### src/rtl/ctxq_pkg.sv
package ctxq_pkg;
  typedef enum logic [1:0] {
    FLT_NONE = 2'd0,
    FLT_RSVD = 2'd1,
    FLT_IDX0 = 2'd2,
    FLT_OVR  = 2'd3
  } fault_e;

  function automatic fault_e classify(input logic rsvd, input logic idx_zero,
                                      input logic ovr);
    if (rsvd)          return FLT_RSVD;
    else if (idx_zero) return FLT_IDX0;
    else if (ovr)      return FLT_OVR;
    else               return FLT_NONE;
  endfunction
endpackage

### src/rtl/ctxq_slots.sv
module ctxq_slots #(
  parameter int SLOTS = 40,
  parameter int IDX_W = 3,
  parameter int SPAN  = 20
) (
  input  logic                   clk,
  input  logic                   rst,
  input  logic                   clr_i,
  input  logic                   issue_i,
  input  logic                   ins_i,
  input  logic [SPAN-1:0]        ins_mask_i,
  input  logic [IDX_W-1:0]       ins_idx_i,
  output logic [IDX_W-1:0]       head_o,
  output logic [SLOTS*IDX_W-1:0] q_o,
  output logic                   ovr_o
);
  localparam int QW = SLOTS * IDX_W;
  localparam int PW = $clog2(SLOTS + 1);
  localparam int OW = (SPAN > 1) ? $clog2(SPAN) : 1;

  logic [QW-1:0] q_r, q_sh, q_nx;
  logic [PW-1:0] base;
  logic [OW-1:0] last;
  logic          any;

  // shift happens before the insert point is searched
  assign q_sh = issue_i ? (q_r >> IDX_W) : q_r;

  always_comb begin
    base = '0;
    for (int s = 0; s < SLOTS; s++)
      if (q_sh[s*IDX_W +: IDX_W] != '0) base = PW'(s + 1);
  end

  always_comb begin
    last = '0;
    any  = 1'b0;
    for (int i = 0; i < SPAN; i++)
      if (ins_mask_i[i]) begin
        last = OW'(i);
        any  = 1'b1;
      end
  end

  assign ovr_o = any && ((int'(base) + int'(last)) > (SLOTS - 1));

  always_comb begin
    q_nx = q_sh;
    for (int s = 0; s < SLOTS; s++) begin
      int off;
      off = s - int'(base);
      if (ins_i && off >= 0 && off < SPAN)
        if (ins_mask_i[OW'(off)]) q_nx[s*IDX_W +: IDX_W] = ins_idx_i;
    end
  end

  always_ff @(posedge clk) begin
    if (rst || clr_i) q_r <= '0;
    else              q_r <= q_nx;
  end

  assign head_o = q_r[IDX_W-1:0];
  assign q_o    = q_r;
endmodule

### src/rtl/ctxq_store.sv
module ctxq_store #(
  parameter int IDX_W = 3,
  parameter int CTX_W = 24
) (
  input  logic                  clk,
  input  logic                  rst,
  input  logic                  clr_i,
  input  logic                  we_i,
  input  logic [IDX_W-1:0]      waddr_i,
  input  logic [CTX_W-1:0]      wdata_i,
  input  logic                  re_i,
  input  logic [IDX_W-1:0]      raddr_i,
  output logic [CTX_W-1:0]      rdata_o,
  output logic [(1<<IDX_W)-1:0] vld_o
);
  localparam int N = 1 << IDX_W;

  logic [CTX_W-1:0] mem [N];
  logic [N-1:0]     vld;

  // plain write port, no reset: maps to distributed or block RAM
  always_ff @(posedge clk) begin
    if (we_i) mem[waddr_i] <= wdata_i;
  end

  // registered read, old data on a same-cycle write
  always_ff @(posedge clk) begin
    if (re_i) rdata_o <= mem[raddr_i];
  end

  always_ff @(posedge clk) begin
    if (rst || clr_i) vld <= '0;
    else if (we_i)    vld[waddr_i] <= 1'b1;
  end

  assign vld_o = vld;
endmodule

### src/rtl/ctx_prop_queue.sv
module ctx_prop_queue
  import ctxq_pkg::*;
#(
  parameter int SLOTS  = 40,
  parameter int IDX_W  = 3,
  parameter int CTX_W  = 24,
  parameter int MASK_W = 21
) (
  input  logic              clk,
  input  logic              rst,
  input  logic              clr_i,
  input  logic              issue_i,
  input  logic              cmd_valid_i,
  input  logic [CTX_W-1:0]  cmd_ctx_i,
  input  logic [IDX_W-1:0]  cmd_idx_i,
  input  logic [MASK_W-1:0] cmd_mask_i,
  output logic              out_valid_o,
  output logic [IDX_W-1:0]  out_idx_o,
  output logic [CTX_W-1:0]  out_ctx_o,
  output logic              exc_o
);
  localparam int SPAN = MASK_W - 1;
  localparam int N    = 1 << IDX_W;

  logic [IDX_W-1:0]       head;
  logic [SLOTS*IDX_W-1:0] q_all;
  logic                   ovr;
  logic [N-1:0]           vld;
  fault_e                 fault;
  logic                   ins;

  assign fault = classify(cmd_mask_i[MASK_W-1], cmd_idx_i == '0, ovr);
  assign ins   = cmd_valid_i && !clr_i && (fault == FLT_NONE);

  ctxq_slots #(.SLOTS(SLOTS), .IDX_W(IDX_W), .SPAN(SPAN)) u_slots (
    .clk        (clk),
    .rst        (rst),
    .clr_i      (clr_i),
    .issue_i    (issue_i),
    .ins_i      (ins),
    .ins_mask_i (cmd_mask_i[SPAN-1:0]),
    .ins_idx_i  (cmd_idx_i),
    .head_o     (head),
    .q_o        (q_all),
    .ovr_o      (ovr)
  );

  ctxq_store #(.IDX_W(IDX_W), .CTX_W(CTX_W)) u_store (
    .clk     (clk),
    .rst     (rst),
    .clr_i   (clr_i),
    .we_i    (ins),
    .waddr_i (cmd_idx_i),
    .wdata_i (cmd_ctx_i),
    .re_i    (issue_i),
    .raddr_i (head),
    .rdata_o (out_ctx_o),
    .vld_o   (vld)
  );

  always_ff @(posedge clk) begin
    if (rst || clr_i) begin
      out_valid_o <= 1'b0;
      out_idx_o   <= '0;
      exc_o       <= 1'b0;
    end else begin
      out_valid_o <= issue_i && (head != '0) && vld[head];
      out_idx_o   <= issue_i ? head : '0;
      exc_o       <= cmd_valid_i && (fault != FLT_NONE);
    end
  end
endmodule

### config.mk
export PLATFORM = sky130hd
export DESIGN_NAME = ctx_prop_queue
export DESIGN_NICKNAME = d
export VERILOG_FILES = /design/src/rtl/ctxq_pkg.sv /design/src/rtl/ctxq_slots.sv /design/src/rtl/ctxq_store.sv /design/src/rtl/ctx_prop_queue.sv
export SDC_FILE = /design/constraint.sdc
export NUM_CORES = 1
export LEC_CHECK = 0
export CORE_ASPECT_RATIO = 1.5
export CORE_MARGIN = 10
export CORE_UTILIZATION = 50
export CTS_CLUSTER_DIAMETER = 120
export DETAILED_ROUTE_END_ITERATION = 8
export PLACE_DENSITY = 0.71
export SLEW_MARGIN = 20
export SYNTH_ARGS = -nofsm -noshare
export SYNTH_HDL_FRONTEND = slang
export SYNTH_HIERARCHICAL = 1
export SYNTH_SLANG_ARGS = --single-unit
### constraint.sdc
create_clock -name clk -period 18.1 [get_ports clk]
set_input_delay 1.81 -clock clk [delete_from_list [all_inputs] [get_ports clk]]
set_output_delay 1.81 -clock clk [all_outputs]
set_load 0.01 [all_outputs]
==> results of run 1 <==
sequential cells by signal, summed over array words and instances (netlist names):
signal / count
exc_o: 1
out_idx_o: 3
out_valid_o: 1
u_slots/q_o: 120
u_store/mem: 192
u_store/rdata_o: 24
u_store/vld_o: 7
worst reg2reg max path, delay by kind of cell (launching register included):
family | cells | cell delay [ns]
compound gates | 14 | 2.80
simple gates | 8 | 3.86
fa+ha+maj | 2 | 0.71
buf+inv | 3 | 0.64
flops | 1 | 0.39
cell type report:
cell class / count / area, um^2
clock buffer: 37 / 808
clock inverter: 19 / 175
fill: 3269 / 17300
inverter: 30 / 113
multi-input combinational: 1239 / 10000
sequential: 348 / 9140
tap: 500 / 626
timing repair buffer: 115 / 1070
path summary, 6_finish.rpt:
kind / start / endpoint / slack (ns)
worst max-delay path: issue_i / u_slots/q_o[4]$_SDFF_PP0_ / 7.15
worst min-delay path: u_store/vld_o[6]$_SDFFE_PP0P_ / u_store/vld_o[6]$_SDFFE_PP0P_ / 0.47
worst max register to register: u_slots/q_o[117]$_SDFF_PP0_ / u_slots/q_o[4]$_SDFF_PP0_ / 9.62
worst min register to register: u_store/vld_o[6]$_SDFFE_PP0P_ / u_store/vld_o[6]$_SDFFE_PP0P_ / 0.47
cells in the final DEF, fill, tap and decap left out, drive strengths merged, types with 12 or more instances in the layout:
| cell type | count |
|---|---|
| a211oi | 51 |
| a21oi | 86 |
| a31oi | 12 |
| and3 | 12 |
| buf | 34 |
| clkbuf | 38 |
| clkdlybuf4s50 | 80 |
| clkinv | 14 |
| dfxtp | 132 |
| edfxtp | 216 |
| ha | 25 |
| inv | 28 |
| mux2 | 107 |
| mux2i | 151 |
| mux4 | 61 |
| nand2 | 144 |
| nand3 | 42 |
| nor2 | 56 |
| nor2b | 16 |
| nor3 | 81 |
| nor4 | 25 |
| nor4b | 13 |
| o2111ai | 15 |
| o211ai | 25 |
| o21ai | 50 |
| o31ai | 14 |
| or3 | 38 |
| xnor2 | 22 |
power groups by stage:
stage	combinational (uW)	sequential (uW)	clock, uW
after floorplan	573	872	0
after global placement	829	871	0
after detailed placement	833	872	0
after CTS	838	854	651
after global routing	907	855	682
final	864	854	638
metal layers:
layer	wire, um	global-route usage (%)	vias to the layer above
met4	5610	19.2	0
met1	21900	25.9	7544
met5	0	0	-
li1	-	-	6870
met2	29500	41.4	760
met3	3810	3.73	247
stage by stage:
stage / utilization (%) / cell area (um^2) / total power, uW
3_5_place_dp: 53.4 / 20900 / 1700
5_1_grt: 56.0 / 21900 / 2440
6_report: 56.0 / 21900 / 2360
2_1_floorplan: - / 19700 / 1440
4_1_cts: 56.0 / 21900 / 2340
3_3_place_gp: 53.4 / 20900 / 1700
==> flow_summary.ini, run 1 <==
[route]
wl_per_cell_um = 26.6
ant_nets = 0
drt-total-wl_mm = 60.8
vias = 15421
route.detailed.drc = 0
drt_first_pass_iters = 6
first_iter_violations = 1391
vias_per_cell = 6.74

[floorplanning]
rows = 89
die_x_um = 182
die_h_um = 263
initial_core_util_pct = 50.2
core-area_um2 = 39200
dieArea_um2 = 47900
floorplan.io_pins = 82

[worst_setup_path]
crit_type = primary input to flip-flop
cp_slowest_cell = buf_4
crit_path_max_fanout = 87
cp_data_arrival_time_ns = 11.41
cpMostUsedCell = buf_4
slowest_delay_ns = 0.87
rr_worst_depth = 27
path_buf_inv = 7
start_kind = primary input
endpoint_kind = flip-flop
crit_cells = 29
crit_required_ns = 18.56
crit_family = simple AND/OR/NAND/NOR gates

[clocking]
cts_root_buf = clkbuf_16
clock-sinks = 348
cts_tree = built
cts_setup_buffers = 0
cts_buffer_depth = 3
hold_buffers = 0
cts_repair_resize_count = 0
clock_latency_ns = 0.57
cts_buffers = 30
h-tree-depth = 1
clk_pin_slew_worst_paths_ns = 0.07

[timing]
tns_ns = 0
tightest_slew_ns = 1.21
setup_viol = 0
fin_ws_ns = 7.15
max_freq_mhz = 91.3
min_period_ns = 10.95
post-route-period-util_pct = 60.5
drv_slew = 0
skew_ns = 0.0144
slew_headroom_pct = 19.0
whs_ns = 0.466
hold_violations = 0
rsz0062_at_grt = false

[power]
ir_drop_mv = 0.101
swShare_pct = 36.7
power.share.clock_pct = 27.1
combPwrFrac_pct = 36.7
power_frac_seq_pct = 36.3
power_density_nw_per_um2 = 107
p_leak_uw = 0.00793
p_int_uw = 1490
power_switching_uw = 865

[synthesis]
synthCells = 1729
synth_warnings = 6
syn_nets = 1808
avgSynthCellArea_um2 = 11.4
synth_area_um2 = 19700

[global_routing]
grt_use_total_pct = 24.2
grt_antenna_before_repair = 0
grt_pass1_vias = 15193
grt_pass1_wl_mm = 91.4
grt_max_degree = 88
overflow = 0

[placed_design]
gp_congestion = 1.08
dp_hpwl_mm = 43.5
pre_cts_slack_ns = 6.93
dp.cells = 2232
portBuffers = 81

[outcome]
outcome = finished, final reports clean

[min_path]
hold-path-cell-count = 1
hold_class = flip-flop to flip-flop

[finish]
diodes = 0
nets = 1843
drive_gt1_share_pct = 16.2
finalNonFillerCells = 2288
synthToLayoutAreaGrowth_pct = 11.4

[flow_run]
cap_violations = 0
(Power assumes the default switching activity.)
==> inputs of run 2 (changes only) <==
clock period = 10.6 ns   (was 18.1 ns; I/O delays follow)
==> run 2 against run 1 <==
Sequential power is 71% higher. Worst hold slack gained 0.0019 ns. Routed wire length rose by 7.8%. Final cell count rose by 0.66%. Critical path type unchanged. Largest cell class unchanged.
==> flow_summary.ini, run 2 (synthesized netlist as in run 1, its figures left out) <==
[clocking]
hold_buffers = 0
clock-sinks = 348
cts_tree = built
cts_root_buf = clkbuf_16
cts_repair_resize_count = 0
h-tree-depth = 1
cts_buffer_depth = 3
cts_buffers = 31
clock_latency_ns = 0.59
clk_pin_slew_worst_paths_ns = 0.07
cts_setup_buffers = 0

[finish]
largest_reg_flops = 192
fin_area_um2 = 22200
diodes = 0
synthToLayoutAreaGrowth_pct = 12.6
nets = 1857
layout_commonest_cell = edfxtp_1
layout_common_cells = edfxtp_1, mux2i_1, nand2_1
drive_gt1_share_pct = 17.1
top_register = u_store/mem
finalNonFillerCells = 2303

[route]
first_iter_violations = 1544
ant_nets = 0
drt-total-wl_mm = 65.5
route.detailed.drc = 0
wl_per_cell_um = 28.5
vias_per_cell = 6.70
drt_first_pass_iters = 6
vias = 15429

[worst_setup_path]
r2r-start = u_slots/q_o[93]$_SDFF_PP0_
crit_required_ns = 11.08
crit_type = primary input to flip-flop
crit_path_max_fanout = 114
start_kind = primary input
endpoint_kind = flip-flop
reg2reg_to = u_slots/q_o[3]$_SDFF_PP0_
rrSetupSlack_ns = 3.40
cp_data_arrival_time_ns = 8.43
rr_worst_depth = 25

[floorplanning]
floorplan.io_pins = 82
die_x_um = 182
die_h_um = 263
dieArea_um2 = 47900
core-area_um2 = 39200
initial_core_util_pct = 50.2
rows = 89

[global_routing]
grt_max_degree = 115
grt_pass1_wl_mm = 97.4
grt_use_total_pct = 26.3
grt_antenna_before_repair = 0
grt_pass1_vias = 15399
overflow = 0

[flow_run]
cap_violations = 0

[timing]
min_period_ns = 7.95
skew_ns = 0.0250
setup_viol = 0
post-route-period-util_pct = 75.0
rsz0062_at_grt = false
whs_ns = 0.468
drv_slew = 0
hold_violations = 0
tightest_slew_ns = 1.20
tns_ns = 0
max_freq_mhz = 126
slew_headroom_pct = 19.6

[placed_design]
dp_hpwl_mm = 46.9
gp_congestion = 0.979
placed_area_um2 = 21100
dp.cells = 2245
portBuffers = 81

[power]
power_density_nw_per_um2 = 191
p_leak_uw = 0.00806
ir_drop_mv = 0.154
post-layout-total-power_uw = 4240

[min_path]
min_from = u_store/vld_o[6]$_SDFFE_PP0P_
hold_end = u_store/vld_o[6]$_SDFFE_PP0P_
hold_class = flip-flop to flip-flop
hold-path-cell-count = 1

[outcome]
outcome = finished, final reports clean
run 2: how the worst max path moves through the flow:
| stage | from | to | slack (ns) | depth (start not counted) |
|---|---|---|---|---|
| after detailed placement | issue_i | u_slots/q_o[3]$_SDFF_PP0_ | 2.27 | 26 |
| after global routing | issue_i | u_slots/q_o[5]$_SDFF_PP0_ | 2.26 | 26 |
| after CTS | issue_i | u_slots/q_o[3]$_SDFF_PP0_ | 2.86 | 26 |
| after floorplan | issue_i | u_store/mem[0][0]$_DFFE_PP_ | 2.14 | 25 |
| after global placement | issue_i | u_slots/q_o[1]$_SDFF_PP0_ | 2.36 | 24 |
| final | issue_i | u_slots/q_o[3]$_SDFF_PP0_ | 2.65 | 26 |
run 2: through the flow:
stage               util [%]  worst slack, ns
global placement        53.7             2.36
finish                  56.6             2.65
detailed placement      53.7             2.27
global route            56.6             2.26
CTS                     56.5             2.86
floorplan                  -             2.14
run 2: critical path: stages:
cell and delay [ns]:
clkbuf_8 0.58, nor4b_1 0.87, o2111ai_1 0.31, nor2_1 0.45, nand2_1 0.09, buf_4 0.22, nand2_1 0.40, inv_2 0.42
ha_1 0.47, o21ai_0 0.18, a21oi_1 0.10, o22ai_1 0.13, a21oi_1 0.05, o21ai_0 0.17, a21oi_1 0.07, or3_1 0.41
nor3b_2 0.22, inv_1 0.10, nor2_1 0.11, buf_4 0.18, nand3_1 0.13, buf_4 0.24, or3_1 0.37, nor3_1 0.55
a211oi_1 0.10, a211oi_1 0.28
run 2: cell type report:
class | instances | area (um^2)
Fill cell | 3334 | 17000
Inverter | 30 | 113
Clock inverter | 20 | 250
Timing Repair Buffer | 128 | 1170
Tap cell | 500 | 626
Multi-Input combinational cell | 1239 | 10000
Clock buffer | 38 | 855
Sequential cell | 348 | 9140
run 2: routing by layer:
metal  part of all wire (%)  routed length [um]  vias to the layer above  track usage (%)
met5                      0                   0                        -                0
met4                    7.4                4860                        0             17.3
met3                    6.1                3990                      200             3.76
met2                     50               32800                      696             45.7
met1                     36               23800                     7626             29.2
li1                       -                   -                     6907                -
run 2: where the power goes:
| group | total (uW) | internal, uW | switching [uW] |
|---|---|---|---|
| clock | 1190 | 680 | 514 |
| sequential | 1460 | 1450 | 8.06 |
| combinational | 1580 | 505 | 1080 |
| total | 4240 | 2640 | 1600 |
==> inputs of run 3 (changes only) <==
PLACE_DENSITY = 0.73   (was 0.71)
clock period = 7.3 ns   (was 10.6 ns; I/O delays follow)
==> run 3 against run 2 <==
Non-clock buffer count increased by 26. Core utilization increased by 0.42 points. Combinational power increased by 42%. Critical path type is now flip-flop to flip-flop. Critical endpoint is now u_slots/q_o[2]$_SDFF_PP0_. Largest cell class unchanged. Highest routed layer is now met5.
==> flow_summary.ini, run 3 (synthesized netlist as in run 1, its figures left out) <==
[global_routing]
grt_use_met2_pct = 42.6
busiest_layer = met2
grt_pass1_wl_mm = 94.9
grt_max_degree = 94
grt_pass1_vias = 15403
grt_antenna_before_repair = 2
overflow = 0
met1_usage_pct = 28.3
use_met3_pct = 4.34
grt_use_total_pct = 25.4

[clocking]
h-tree-depth = 1
cts_setup_buffers = 0
clk_pin_slew_worst_paths_ns = 0.07
hold_buffers = 0
cts_repair_resize_count = 0
cts_buffers = 31
clock_latency_ns = 0.58
cts_buffer_depth = 3
cts_root_buf = clkbuf_16
cts_tree = built
clock-sinks = 348

[floorplanning]
dieArea_um2 = 47900
floorplan.io_pins = 82
initial_core_util_pct = 50.2
rows = 89
die_x_um = 182
die_h_um = 263
core-area_um2 = 39200

[worst_setup_path]
r2r-start = u_slots/q_o[87]$_SDFF_PP0_
crit_required_ns = 7.73
rrSetupSlack_ns = 0.97
cpMostUsedCell = a21oi_1
start_kind = flip-flop
startpoint = u_slots/q_o[87]$_SDFF_PP0_
slowest_delay_ns = 0.73
crit_type = flip-flop to flip-flop
crit_path_max_fanout = 7
cp_slowest_cell = nor3_1
reg2reg_to = u_slots/q_o[2]$_SDFF_PP0_
path_cells = nor3_1 > o21ai_0 > a21o_1 > a21oi_1 > nand2_1 > o21a_1 > ha_1 > fa_1 > a21oi_1 > nand3_1 > o22ai_1 > a21oi_1 > o22ai_1 > a21oi_1 > o21ai_0 > a21oi_1 > or3_1 > nor3b_2 > nand2_1 > nor2_1 > nand2_1 > or4_1 > nor3_1 > nor3_1
cp_data_arrival_time_ns = 6.77
rr_worst_depth = 24
endpoint_kind = flip-flop

[finish]
largest_reg_flops = 192
synthToLayoutAreaGrowth_pct = 13.4
top_register = u_store/mem
layout_common_cells = edfxtp_1, mux2i_1, nand2_1
nets = 1883
layout_commonest_cell = edfxtp_1
drive_gt1_share_pct = 18.4
utilization_pct = 57.0
diodes = 0
finalNonFillerCells = 2329

[power]
p_leak_uw = 0.00816
post-layout-total-power_uw = 6010
ir_drop_mv = 0.331
power_density_nw_per_um2 = 269

[placed_design]
portBuffers = 81
dp.cells = 2271
dp_hpwl_mm = 44.7
gp_congestion = 1.11
pre_cts_slack_ns = 0.727

[route]
ant_nets = 0
route.detailed.drc = 0
drt-total-wl_mm = 63.2
wl_per_cell_um = 27.1
vias = 15565
drt_first_pass_iters = 9
vias_per_cell = 6.68
first_iter_violations = 1581

[timing]
drv_slew = 0
fin_ws_ns = 0.969
setup_viol = 0
rsz0062_at_grt = false
hold_violations = 0
slew_headroom_pct = 20.8
post-route-period-util_pct = 86.7
skew_ns = 0.0183
min_period_ns = 6.33
tightest_slew_ns = 1.19
max_freq_mhz = 158

[outcome]
outcome = finished, final reports clean

[min_path]
hold_class = flip-flop to flip-flop
hold_end = u_store/vld_o[4]$_SDFFE_PP0P_
min_from = u_store/vld_o[4]$_SDFFE_PP0P_
hold-path-cell-count = 1

[flow_run]
cap_violations = 0
## run 3: worst max-delay path by stage
stage / endpoint / slack [ns] / depth (start not counted)
2_1_floorplan: u_store/mem[1][0]$_DFFE_PP_ / -0.69 / 25
3_3_place_gp: u_slots/q_o[4]$_SDFF_PP0_ / 0.77 / 28
3_5_place_dp: u_slots/q_o[55]$_SDFF_PP0_ / 0.73 / 29
4_1_cts: u_slots/q_o[5]$_SDFF_PP0_ / 1.27 / 26
5_1_grt: u_slots/q_o[5]$_SDFF_PP0_ / 0.70 / 26
6_report: u_slots/q_o[2]$_SDFF_PP0_ / 0.97 / 24
## run 3: per-stage QoR
stage | hold slack [ns] | area [um^2] | TNS (ns)
3_3_place_gp | 0.442 | 21300 | 0
2_1_floorplan | 0.435 | 19700 | -34.14
5_1_grt | 0.495 | 22300 | 0
3_5_place_dp | 0.452 | 21300 | 0
4_1_cts | 0.467 | 22300 | 0
6_report | 0.467 | 22300 | 0
## run 3: critical path: cells and delay by family (launching register included)
family / cells / cell delay (ns)
simple gates: 11 / 3.24
fa+ha+maj: 2 / 0.58
compound gates: 11 / 2.01
flops: 1 / 0.36
## run 3: metal layers
layer / up-vias / routed length (um)
met4: 2 / 5250
met3: 219 / 4230
met2: 756 / 30800
met1: 7646 / 22900
li1: 6942 / -
met5: - / 13
## run 3: power by group
group / internal [uW] / switching (uW)
clock: 906 / 739
combinational: 743 / 1510
sequential: 2110 / 11.5
total: 3760 / 2260
## run 3: area by class of cell
class | instances | area (um^2)
Clock inverter | 19 | 151
Multi-Input combinational cell | 1239 | 10000
Sequential cell | 348 | 9140
Inverter | 30 | 113
Fill cell | 3218 | 16900
Tap cell | 500 | 626
Clock buffer | 39 | 888
Timing Repair Buffer | 154 | 1390
